`src/rtl/pixclk_pkg.sv`:
```
package pixclk_pkg;
  typedef enum logic [1:0] {
    PS_DIRECT  = 2'd0,
    PS_HALF    = 2'd1,
    PS_QUARTER = 2'd2,
    PS_TEST    = 2'd3
  } ps_sel_e;

  localparam int LD_W = 4;
  localparam logic [LD_W-1:0] LD_RST_LIM = LD_W'(3);

  // Load modulus code to terminal count (modulus minus one).
  function automatic logic [LD_W-1:0] ld_lim_f(input logic [2:0] code);
    case (code)
      3'd0:    ld_lim_f = LD_W'(2);
      3'd1:    ld_lim_f = LD_W'(3);
      3'd2:    ld_lim_f = LD_W'(4);
      3'd3:    ld_lim_f = LD_W'(5);
      3'd4:    ld_lim_f = LD_W'(7);
      3'd5:    ld_lim_f = LD_W'(9);
      default: ld_lim_f = LD_W'(3);
    endcase
  endfunction
endpackage

```
`src/rtl/pixclk_postscale.sv`:
```
module pixclk_postscale
  import pixclk_pkg::*;
#(
  parameter int PH_W = 3
) (
  input  logic    clk,
  input  logic    rst,
  input  logic [1:0] ps_sel,
  output ps_sel_e sel_act,
  output ps_sel_e sel_nxt,
  output logic    pst_nxt,
  output logic    pst_edge
);
  logic [PH_W-1:0] ph;
  logic [PH_W-1:0] ph_n;
  logic            wrap;
  logic            pst_q;

  assign ph_n = ph + 1'b1;
  assign wrap = (ph == {PH_W{1'b1}});
  assign sel_nxt = wrap ? ps_sel_e'(ps_sel) : sel_act;

  always_comb begin
    case (sel_nxt)
      PS_DIRECT:  pst_nxt = ph_n[0];
      PS_HALF:    pst_nxt = ph_n[1];
      PS_QUARTER: pst_nxt = ph_n[2];
      default:    pst_nxt = 1'b0;
    endcase
  end

  assign pst_edge = pst_nxt ^ pst_q;

  always_ff @(posedge clk) begin
    if (rst) begin
      ph      <= '0;
      sel_act <= PS_DIRECT;
      pst_q   <= 1'b0;
    end else begin
      ph      <= ph_n;
      sel_act <= sel_nxt;
      pst_q   <= pst_nxt;
    end
  end
endmodule

```
`src/rtl/pixclk_edge_div.sv`:
```
module pixclk_edge_div #(
  parameter int CW = 4,
  parameter logic [CW-1:0] RST_LIM = '0
) (
  input  logic          clk,
  input  logic          rst,
  input  logic          step,
  input  logic [CW-1:0] lim_in,
  output logic          wave_q,
  output logic          wave_nxt
);
  logic [CW-1:0] cnt;
  logic [CW-1:0] lim_act;
  logic          term;

  assign term     = step && (cnt == lim_act);
  assign wave_nxt = wave_q ^ term;

  always_ff @(posedge clk) begin
    if (rst) begin
      cnt     <= '0;
      lim_act <= RST_LIM;
      wave_q  <= 1'b0;
    end else begin
      if (step) cnt <= term ? '0 : cnt + 1'b1;
      if (term) begin
        wave_q <= ~wave_q;
        if (wave_q) lim_act <= lim_in;
      end
    end
  end
endmodule

```
`src/rtl/pixclk_sc_gate.sv`:
```
module pixclk_sc_gate (
  input  logic clk,
  input  logic rst,
  input  logic sc_en,
  input  logic blank,
  input  logic ld_nxt,
  input  logic sec_nxt,
  output logic sec_g_nxt
);
  logic gate_q;
  logic gate_nxt;
  logic open_win;

  assign open_win  = !ld_nxt && !sec_nxt;
  assign gate_nxt  = open_win ? blank : gate_q;
  assign sec_g_nxt = sec_nxt & (gate_nxt | ~sc_en);

  always_ff @(posedge clk) begin
    if (rst) gate_q <= 1'b0;
    else     gate_q <= gate_nxt;
  end
endmodule

```
`src/rtl/pixclk_chain.sv`:
```
module pixclk_chain
  import pixclk_pkg::*;
#(
  parameter int SEC_W = 9
) (
  input  logic             clk,
  input  logic             rst,
  input  logic [1:0]       ps_sel,
  input  logic             aux_pix,
  input  logic             aux_load,
  input  logic [2:0]       ld_code,
  input  logic             ld_off,
  input  logic [SEC_W-1:0] sec_lim,
  input  logic             sc_en,
  input  logic             blank,
  output logic             pix_o,
  output logic             load_o,
  output logic             sec_o
);
  ps_sel_e         sel_act;
  ps_sel_e         sel_nxt;
  logic            pst_nxt;
  logic            pst_edge;
  logic [LD_W-1:0] ld_lim;
  logic            ld_wave;
  logic            ld_nxt;
  logic            ld_tgl;
  logic            sec_wave;
  logic            sec_nxt;
  logic            sec_g_nxt;

  assign ld_lim = ld_lim_f(ld_code);
  assign ld_tgl = ld_nxt ^ ld_wave;

  pixclk_postscale u_ps (
    .clk(clk), .rst(rst), .ps_sel(ps_sel),
    .sel_act(sel_act), .sel_nxt(sel_nxt),
    .pst_nxt(pst_nxt), .pst_edge(pst_edge)
  );

  pixclk_edge_div #(.CW(LD_W), .RST_LIM(LD_RST_LIM)) u_ld (
    .clk(clk), .rst(rst), .step(pst_edge), .lim_in(ld_lim),
    .wave_q(ld_wave), .wave_nxt(ld_nxt)
  );

  pixclk_edge_div #(.CW(SEC_W), .RST_LIM('0)) u_sec (
    .clk(clk), .rst(rst), .step(ld_tgl), .lim_in(sec_lim),
    .wave_q(sec_wave), .wave_nxt(sec_nxt)
  );

  pixclk_sc_gate u_gate (
    .clk(clk), .rst(rst), .sc_en(sc_en), .blank(blank),
    .ld_nxt(ld_nxt), .sec_nxt(sec_nxt), .sec_g_nxt(sec_g_nxt)
  );

  always_ff @(posedge clk) begin
    if (rst) begin
      pix_o  <= 1'b0;
      load_o <= 1'b0;
      sec_o  <= 1'b0;
    end else begin
      if (sel_nxt == PS_TEST) begin
        pix_o  <= aux_pix;
        load_o <= aux_load;
      end else begin
        pix_o  <= pst_nxt;
        load_o <= ld_nxt & ~ld_off;
      end
      sec_o <= sec_g_nxt;
    end
  end
endmodule

```
`config.mk`:
```
export PLATFORM = sky130hd
export DESIGN_NAME = pixclk_chain
export DESIGN_NICKNAME = d
export VERILOG_FILES = /design/src/rtl/pixclk_pkg.sv /design/src/rtl/pixclk_postscale.sv /design/src/rtl/pixclk_edge_div.sv /design/src/rtl/pixclk_sc_gate.sv /design/src/rtl/pixclk_chain.sv
export SDC_FILE = /design/constraint.sdc
export NUM_CORES = 1
export LEC_CHECK = 0
export ABC_AREA = 1
export ABC_CLOCK_PERIOD_IN_PS = 4600
export CAP_MARGIN = 5
export CORE_MARGIN = 2
export CORE_UTILIZATION = 55
export CTS_CLUSTER_DIAMETER = 150
export DETAILED_ROUTE_END_ITERATION = 7
export PLACE_DENSITY = 0.76
export SLEW_MARGIN = 20
export SYNTH_ARGS = -nofsm -noshare
export SYNTH_HDL_FRONTEND = slang
export SYNTH_HIERARCHICAL = 1
export SYNTH_SLANG_ARGS = --single-unit
export TNS_END_PERCENT = 20
```
`constraint.sdc`:
```
create_clock -name clk -period 4.6 [get_ports clk]
set_input_delay 0.69 -clock clk [delete_from_list [all_inputs] [get_ports clk]]
set_output_delay 0.69 -clock clk [all_outputs]
set_load 0.02 [all_outputs]
```
# Word level (Yosys, flattened, before mapping)

Index checks and enable logic that the tools add are counted.

ROM bits: 0
Memories: 0
Input port bits: 21
Bits in writable memories: 0
Output and inout bits: 3
Latch bits: 0
Flip-flop bits (word level): 38
Word-level logic and storage cells: 54

Multiplexer cells: 8
Reductions and logical operators: 9
Equality and inequality tests: 10
Add/subtract/negate cells: 3
Bitwise logic cells: 11
Multipliers: 0
Shift operators: 0
Divide/modulo/power cells: 0
$lt $le $gt $ge: 0

Operators by type and width:

| kind                                                                  | number |
|---|---|
| 4-bit case mux with 5 select lines                                    | 1 |
| 9-bit by 1-bit adder with 9-bit output, second input constant         | 1 |
| 3-bit equality test, second input constant                            | 3 |
| 9-bit equality test                                                   | 1 |
| 9-bit two-way mux                                                     | 1 |
| 3-bit by 2-bit equality test with 1-bit output, second input constant | 2 |
| 4-bit by 1-bit adder with 4-bit output, second input constant         | 1 |
| 2-bit equality test, second input constant                            | 2 |
| 4-bit equality test                                                   | 1 |
| 4-bit two-way mux                                                     | 1 |
| 1-bit NOT                                                             | 4 |
| 2-bit AND reduction                                                   | 2 |
| 1-bit bitwise XOR                                                     | 4 |
| 3-bit by 1-bit adder with 3-bit output, second input constant         | 1 |
| 1-bit logical AND                                                     | 3 |
| 3-bit logical NOT                                                     | 1 |
| 1-bit two-way mux                                                     | 3 |
| 1-bit case mux with 3 select lines                                    | 1 |
| 1-bit AND                                                             | 2 |
| 2-bit by 1-bit equality test with 1-bit output, second input constant | 1 |
| 1-bit logical NOT                                                     | 2 |
| 2-bit logical NOT                                                     | 1 |
| 2-bit two-way mux                                                     | 1 |
| 1-bit bitwise OR                                                      | 1 |

# Longest topological paths before layout

Depth in word-level cells: 15
Mapped depth: 27
Mapped depth without buffers: 27

# Modules after synthesis

The synthesis kept the hierarchy.

By module, submodules not included:

| module                   | cells each | sequential area each (µm²) | area each (µm²) | times used |
|---|---|---|---|---|
| pixclk_edge_div at u_sec | 140        | 380.4                      | 958.4           | 1 |
| pixclk_edge_div at u_ld  | 65         | 180.2                      | 445.4           | 1 |
| pixclk_postscale         | 40         | 120.1                      | 286.5           | 1 |
| pixclk_chain             | 32         | 60.1                       | 181.4           | 1 |
| pixclk_sc_gate           | 8          | 20.0                       | 50.0            | 1 |

# Least setup slack after synthesis

Ideal clock, no wire load.

Path kind: register to register
Start: register u_ps.ph[0]
End: register u_sec.lim_act[1]
Arrival time: 3311 ps
Library setup time: 132 ps
Path slack: 1156 ps
Buffers on the path: 1
Period minus slack after synthesis: 3444 ps
Cell stages (with the launch flop): 23
Required time: 4468 ps
Cell sequence: dfxtp_1 -> ha_1 -> ha_1 -> o21ai_0 -> nand3_2 -> nand2_2 -> nand2_1 -> nand2_1 -> nand2_1 -> nor2_1 -> nand3_2 -> inv_1 -> ha_1 -> xor2_1 -> nand2_1 -> nor2_2 -> nand3_1 -> nor2_2 -> ha_1 -> inv_1 -> clkbuf_1 -> o21ai_0 -> a21oi_1

Longest elaborated chain between the ends: 10
Elaborated cells between the ends (all ways): 13
Classes of those cells: add/sub (1); eq/ne (3); mux (2); bitwise (3); reduce/logical (4)

RTL lines:

| item                                              | RTL line               | RTL |
|---|---|---|
| start, declared                                   | pixclk_postscale.sv:14 | `logic [PH_W-1:0] ph;` |
| start signal, assigned                            | pixclk_postscale.sv:40 | `ph <= ph_n;` |
| 3-bit equality test                               | pixclk_postscale.sv:20 | `assign wrap = (ph == {PH_W{1'b1}});` |
| 2-bit two-way mux                                 | pixclk_postscale.sv:21 | `assign sel_nxt = wrap ? ps_sel_e'(ps_sel) : sel_act;` |
| 2-bit equality test, or another cell as far along | pixclk_postscale.sv:24 | `case (sel_nxt)` |
| 1-bit case mux with 3 select lines (*)            | pixclk_postscale.sv:24 |  |
| net pst_nxt                                       | pixclk_chain.sv:22     | `logic pst_nxt;` |
| 1-bit bitwise XOR (*)                             | pixclk_postscale.sv:32 | `assign pst_edge = pst_nxt ^ pst_q;` |
| net pst_edge                                      | pixclk_chain.sv:23     | `logic pst_edge;` |
| 1-bit logical AND (*)                             | pixclk_edge_div.sv:16  | `assign term = step && (cnt == lim_act);` |
| 1-bit bitwise XOR (*)                             | pixclk_edge_div.sv:17  | `assign wave_nxt = wave_q ^ term;` |
| net ld_nxt                                        | pixclk_chain.sv:26     | `logic ld_nxt;` |
| 1-bit bitwise XOR (*)                             | pixclk_chain.sv:33     | `assign ld_tgl = ld_nxt ^ ld_wave;` |
| net ld_tgl                                        | pixclk_chain.sv:27     | `logic ld_tgl;` |
| 1-bit logical AND (*)                             | pixclk_edge_div.sv:16  |  |
| 2-bit AND reduction (no source line) (*)          | --                     |  |
| end signal, assigned                              | pixclk_edge_div.sv:28  | `if (wave_q) lim_act <= lim_in;` |
| end, declared                                     | pixclk_edge_div.sv:13  | `logic [CW-1:0] lim_act;` |

The timed path passes the listed nets; every way through them passes the cells marked *.
A chain may end at the register's enable or synchronous reset.

# Final worst setup path

Start: register u_ps.ph[0]
End: register sec_o

Longest elaborated chain between the ends: 15
Elaborated cells between the ends (all ways): 19
Classes of those cells: add/sub (1); eq/ne (3); mux (3); bitwise (6); reduce/logical (6)

RTL lines:

| item                                              | RTL line               | RTL |
|---|---|---|
| 3-bit equality test                               | pixclk_postscale.sv:20 |  |
| 2-bit two-way mux                                 | pixclk_postscale.sv:21 |  |
| 2-bit equality test, or another cell as far along | pixclk_postscale.sv:24 |  |
| 1-bit case mux with 3 select lines (*)            | pixclk_postscale.sv:24 |  |
| net pst_nxt                                       | pixclk_chain.sv:22     |  |
| 1-bit bitwise XOR (*)                             | pixclk_postscale.sv:32 |  |
| net pst_edge                                      | pixclk_chain.sv:23     |  |
| 1-bit logical AND (*)                             | pixclk_edge_div.sv:16  |  |
| [1 not listed]                                    | --                     |  |
| net ld_nxt                                        | pixclk_chain.sv:26     |  |
| [1 not listed]                                    | --                     |  |
| net ld_tgl                                        | pixclk_chain.sv:27     |  |
| [1 not listed]                                    | --                     |  |
| 1-bit bitwise XOR (*)                             | pixclk_edge_div.sv:17  |  |
| net sec_nxt                                       | pixclk_chain.sv:29     | `logic sec_nxt;` |
| 1-bit logical NOT                                 | pixclk_sc_gate.sv:14   | `assign open_win = !ld_nxt && !sec_nxt;` |
| 1-bit logical AND                                 | pixclk_sc_gate.sv:14   |  |
| 1-bit two-way mux                                 | pixclk_sc_gate.sv:15   | `assign gate_nxt = open_win ? blank : gate_q;` |
| 1-bit bitwise OR                                  | pixclk_sc_gate.sv:16   | `assign sec_g_nxt = sec_nxt & (gate_nxt \| ~sc_en);` |
| 1-bit AND (*)                                     | pixclk_sc_gate.sv:16   |  |
| net sec_g_nxt                                     | pixclk_chain.sv:30     | `logic sec_g_nxt;` |
| end signal, assigned                              | pixclk_chain.sv:69     | `sec_o <= sec_g_nxt;` |
| end, declared                                     | pixclk_chain.sv:18     | `output logic sec_o` |

Marks and branches as above.

==> metrics.txt <==
setup TNS 0 ps; Worst EP arrival 4000 ps; Synth Instances 285; All-Layer GR Usage 20.4%; initial antenna violation count 0; synth cell count leaders nand2_1 (70), inv_1 (47), nor2_1 (45); Core ar. 3340 um2; Pwr Total 0.636 mW; H-tree levels 2; Critical Path Max Stage Delay 350 ps; synth unique cells 23; WHS Endpoint u_sec/lim_act[5]$_SDFFE_PP0P_; Synth async-reset ratio 0%; DR vias 1,690; RSZ-0062 raised after global routing false; Reg2Reg Depth 26; Worst-Margin Slew 502 ps; die height 63.1 um; Power Dens Cells 281 nW/um2; design area 2260 um2; mux contribution to synthesized area 0%; postcts setup bufs 0; Starting Density 57.6%; reg2reg end sec_o$_SDFF_PP0_; CTS Root Cell clkbuf_4; largest net degree at the start of global routing 16; slowest stage cell, crit path dfxtp_1; Syn Std Cell Area 1920 um2; Pre-antenna DRT Iters 4; outcome finished clean; Fill cells 314; cell taking the most area after synthesis dfxtp_1; Synth Area in Simple Gates 33.3%; Iteration-0 DRC Markers 100; drt wl/cell 9.84 um; final setup vio count 0; Layout Utilization 67.8%; area grow syn2layout 17.6%; vias in the first global route 1,596; Syn. warnings 6; CTS buffer count 5; Max Root-Sink Buffers 2; gp weighted congestion 0.804; syn nets 312; Clock Latency Late Sink 340 ps; top cells by area, synth dfxtp_1 (40%), nand2_1 (14%), inv_1 (9.2%); sequential area share after synthesis 39.6%; flops & latches, synth 38; Cell Area, Placed 2200 um2; layout cells sized above 1 7.01%; Leakage 1.05 nW; Adder-Cell Fraction of Synth Area 3.91%; Slew HR 66.5%; DP HPWL 2.75 mm; final hold violation count 0; clk sinks 38; DRC viols 0; DRT antenna net count 0; crit path kind flop to flop; fin nets 340; Post-Synth XOR/XNOR Area 5.01%; Yosys top cell area share 39.6%; hold buffer count at CTS 0; io pins 24; r2r startpoint u_ps/ph[0]$_SDFF_PP0_; WL final 3.54 mm; Tmin final 3780 ps; Critical Path Most Common Cell nand2_1; GR Overflow Total 0; Horiz. Die Dim 63.1 um; CP Launch Type flop; number of synthesized flops with an enable pin 0; via/cell ratio 4.69; worst vdd ir 218 uV; slack of the critical path 822 ps; period utilization 82.1%; syn avg cell area 6.74 um2; die area 3980 um2; first-pass GRT wire length 6.46 mm; worst hold stages 2; Worst Path Required 4820 ps; Worst Skew 7.40 ps; compound-cell area share of the yosys netlist 8.20%; PostCTS Resize Cnt 0; TritonCTS clock tree done; ant diodes 0; Pins Over Slew Limit 0; Reg clk slew, reported paths 110 ps; most common cell in the netlist nand2_1; Top FF cell, synth dfxtp_1; reg2reg setup slack 820 ps; crit end category flop; crit-path max FO 7; Tightest Hold Check Type flop to flop; Buffers on Ports 23; worst min-delay path startpoint u_sec/lim_act[5]$_SDFFE_PP0P_; largest family of logic cells by synthesized area simple AND/OR/NAND/NOR gates; f_max 265 MHz; Setup WS pre-CTS 523 ps; site row count 21; max_cap viols 0
[routing by layer]
metal	wire, um	part of all wire [%]	vias up	global-route usage (%)
met5	0	0	-	0
met3	121	3.4	4	5.71
met2	1750	49	20	36.8
met1	1630	46	740	23.4
li1	-	-	926	-
met4	38	1.1	0	5.83
[how the worst max path moves through the flow]
stage / startpoint / endpoint / slack, ps / cells after the start
2_1_floorplan: u_ps/ph[0]$_SDFF_PP0_ / u_sec/lim_act[1]$_SDFFE_PP0P_ / 1160 / 22
3_3_place_gp: ps_sel[0] / sec_o$_SDFF_PP0_ / 630 / 24
3_5_place_dp: ps_sel[1] / sec_o$_SDFF_PP0_ / 520 / 25
4_1_cts: u_ps/ph[0]$_SDFF_PP0_ / sec_o$_SDFF_PP0_ / 810 / 26
5_1_grt: u_ps/ph[0]$_SDFF_PP0_ / sec_o$_SDFF_PP0_ / 320 / 26
6_report: u_ps/ph[0]$_SDFF_PP0_ / sec_o$_SDFF_PP0_ / 820 / 26
[sequential cells by signal, indices dropped and copies added, names as in the netlist]
signal and flops:
u_ld/wave_q 1, u_ld/lim_act 4, u_sec/wave_q 1, u_ps/ph 3, sec_o 1, u_sec/lim_act 9
u_ps/sel_act 2, load_o 1, u_ld/cnt 4, u_ps/pst_q 1, u_sec/cnt 9, pix_o 1
u_gate/gate_q 1
[cell usage in the layout (no fill, tap or decap), types with 3 or more instances in the layout]
cell / Yosys / final
nor2_1: 45 / 45
o21ai_0: 15 / 15
a21oi_1: 13 / 13
nand3_2: 3 / 3
ha_1: 6 / 6
nand2_1: 70 / 70
clkbuf_4: 0 / 5
inv_1: 47 / 47
dfxtp_1: 38 / 38
nor2_2: 6 / 6
xnor2_1: 4 / 4
nand3_1: 15 / 15
xor2_1: 7 / 7
clkdlybuf4s50_1: 0 / 23
[area by class of cell]
class	count	area, um2	share of cell area [%]
Clock buffer	7	55.1	2.43
Clock inverter	1	5.00	0.221
Inverter	49	184	8.14
Multi-Input combinational cell	196	968	42.8
Sequential cell	38	761	33.6
Tap cell	46	57.6	2.55
Timing Repair Buffer	23	230	10.2
[critical path, delay by kind of cell, from the launching register on]
kind | cells | cell delay [ps]
flops | 1 | 350
compound gates | 1 | 180
simple gates | 16 | 1560
buf+inv | 4 | 280
xor+xnor | 1 | 310
fa+ha+maj | 4 | 970
[stage by stage]
stage,hold slack (ps),instances
after global placement,441,352
final,480,360
after detailed placement,465,352
after floorplan,416,285
after global routing,498,360
after CTS,481,360
[report_power, final]
group          internal, mW  switching [mW]  leakage (nW)
Sequential            0.343          0.0105         0.309
Clock                0.0741           0.105        0.0353
Combinational        0.0473          0.0570         0.708
[kinds of logic (layout without fill, tap and decap cells)]
| family | count (synthesis) | after routing |
|---|---|---|
| fa+ha+maj | 6 | 6 |
| compound gates | 31 | 31 |
| buf+inv | 51 | 80 |
| flops | 38 | 38 |
| xor+xnor | 11 | 11 |
| simple gates | 148 | 148 |
Power figures use the tool's default switching activity.
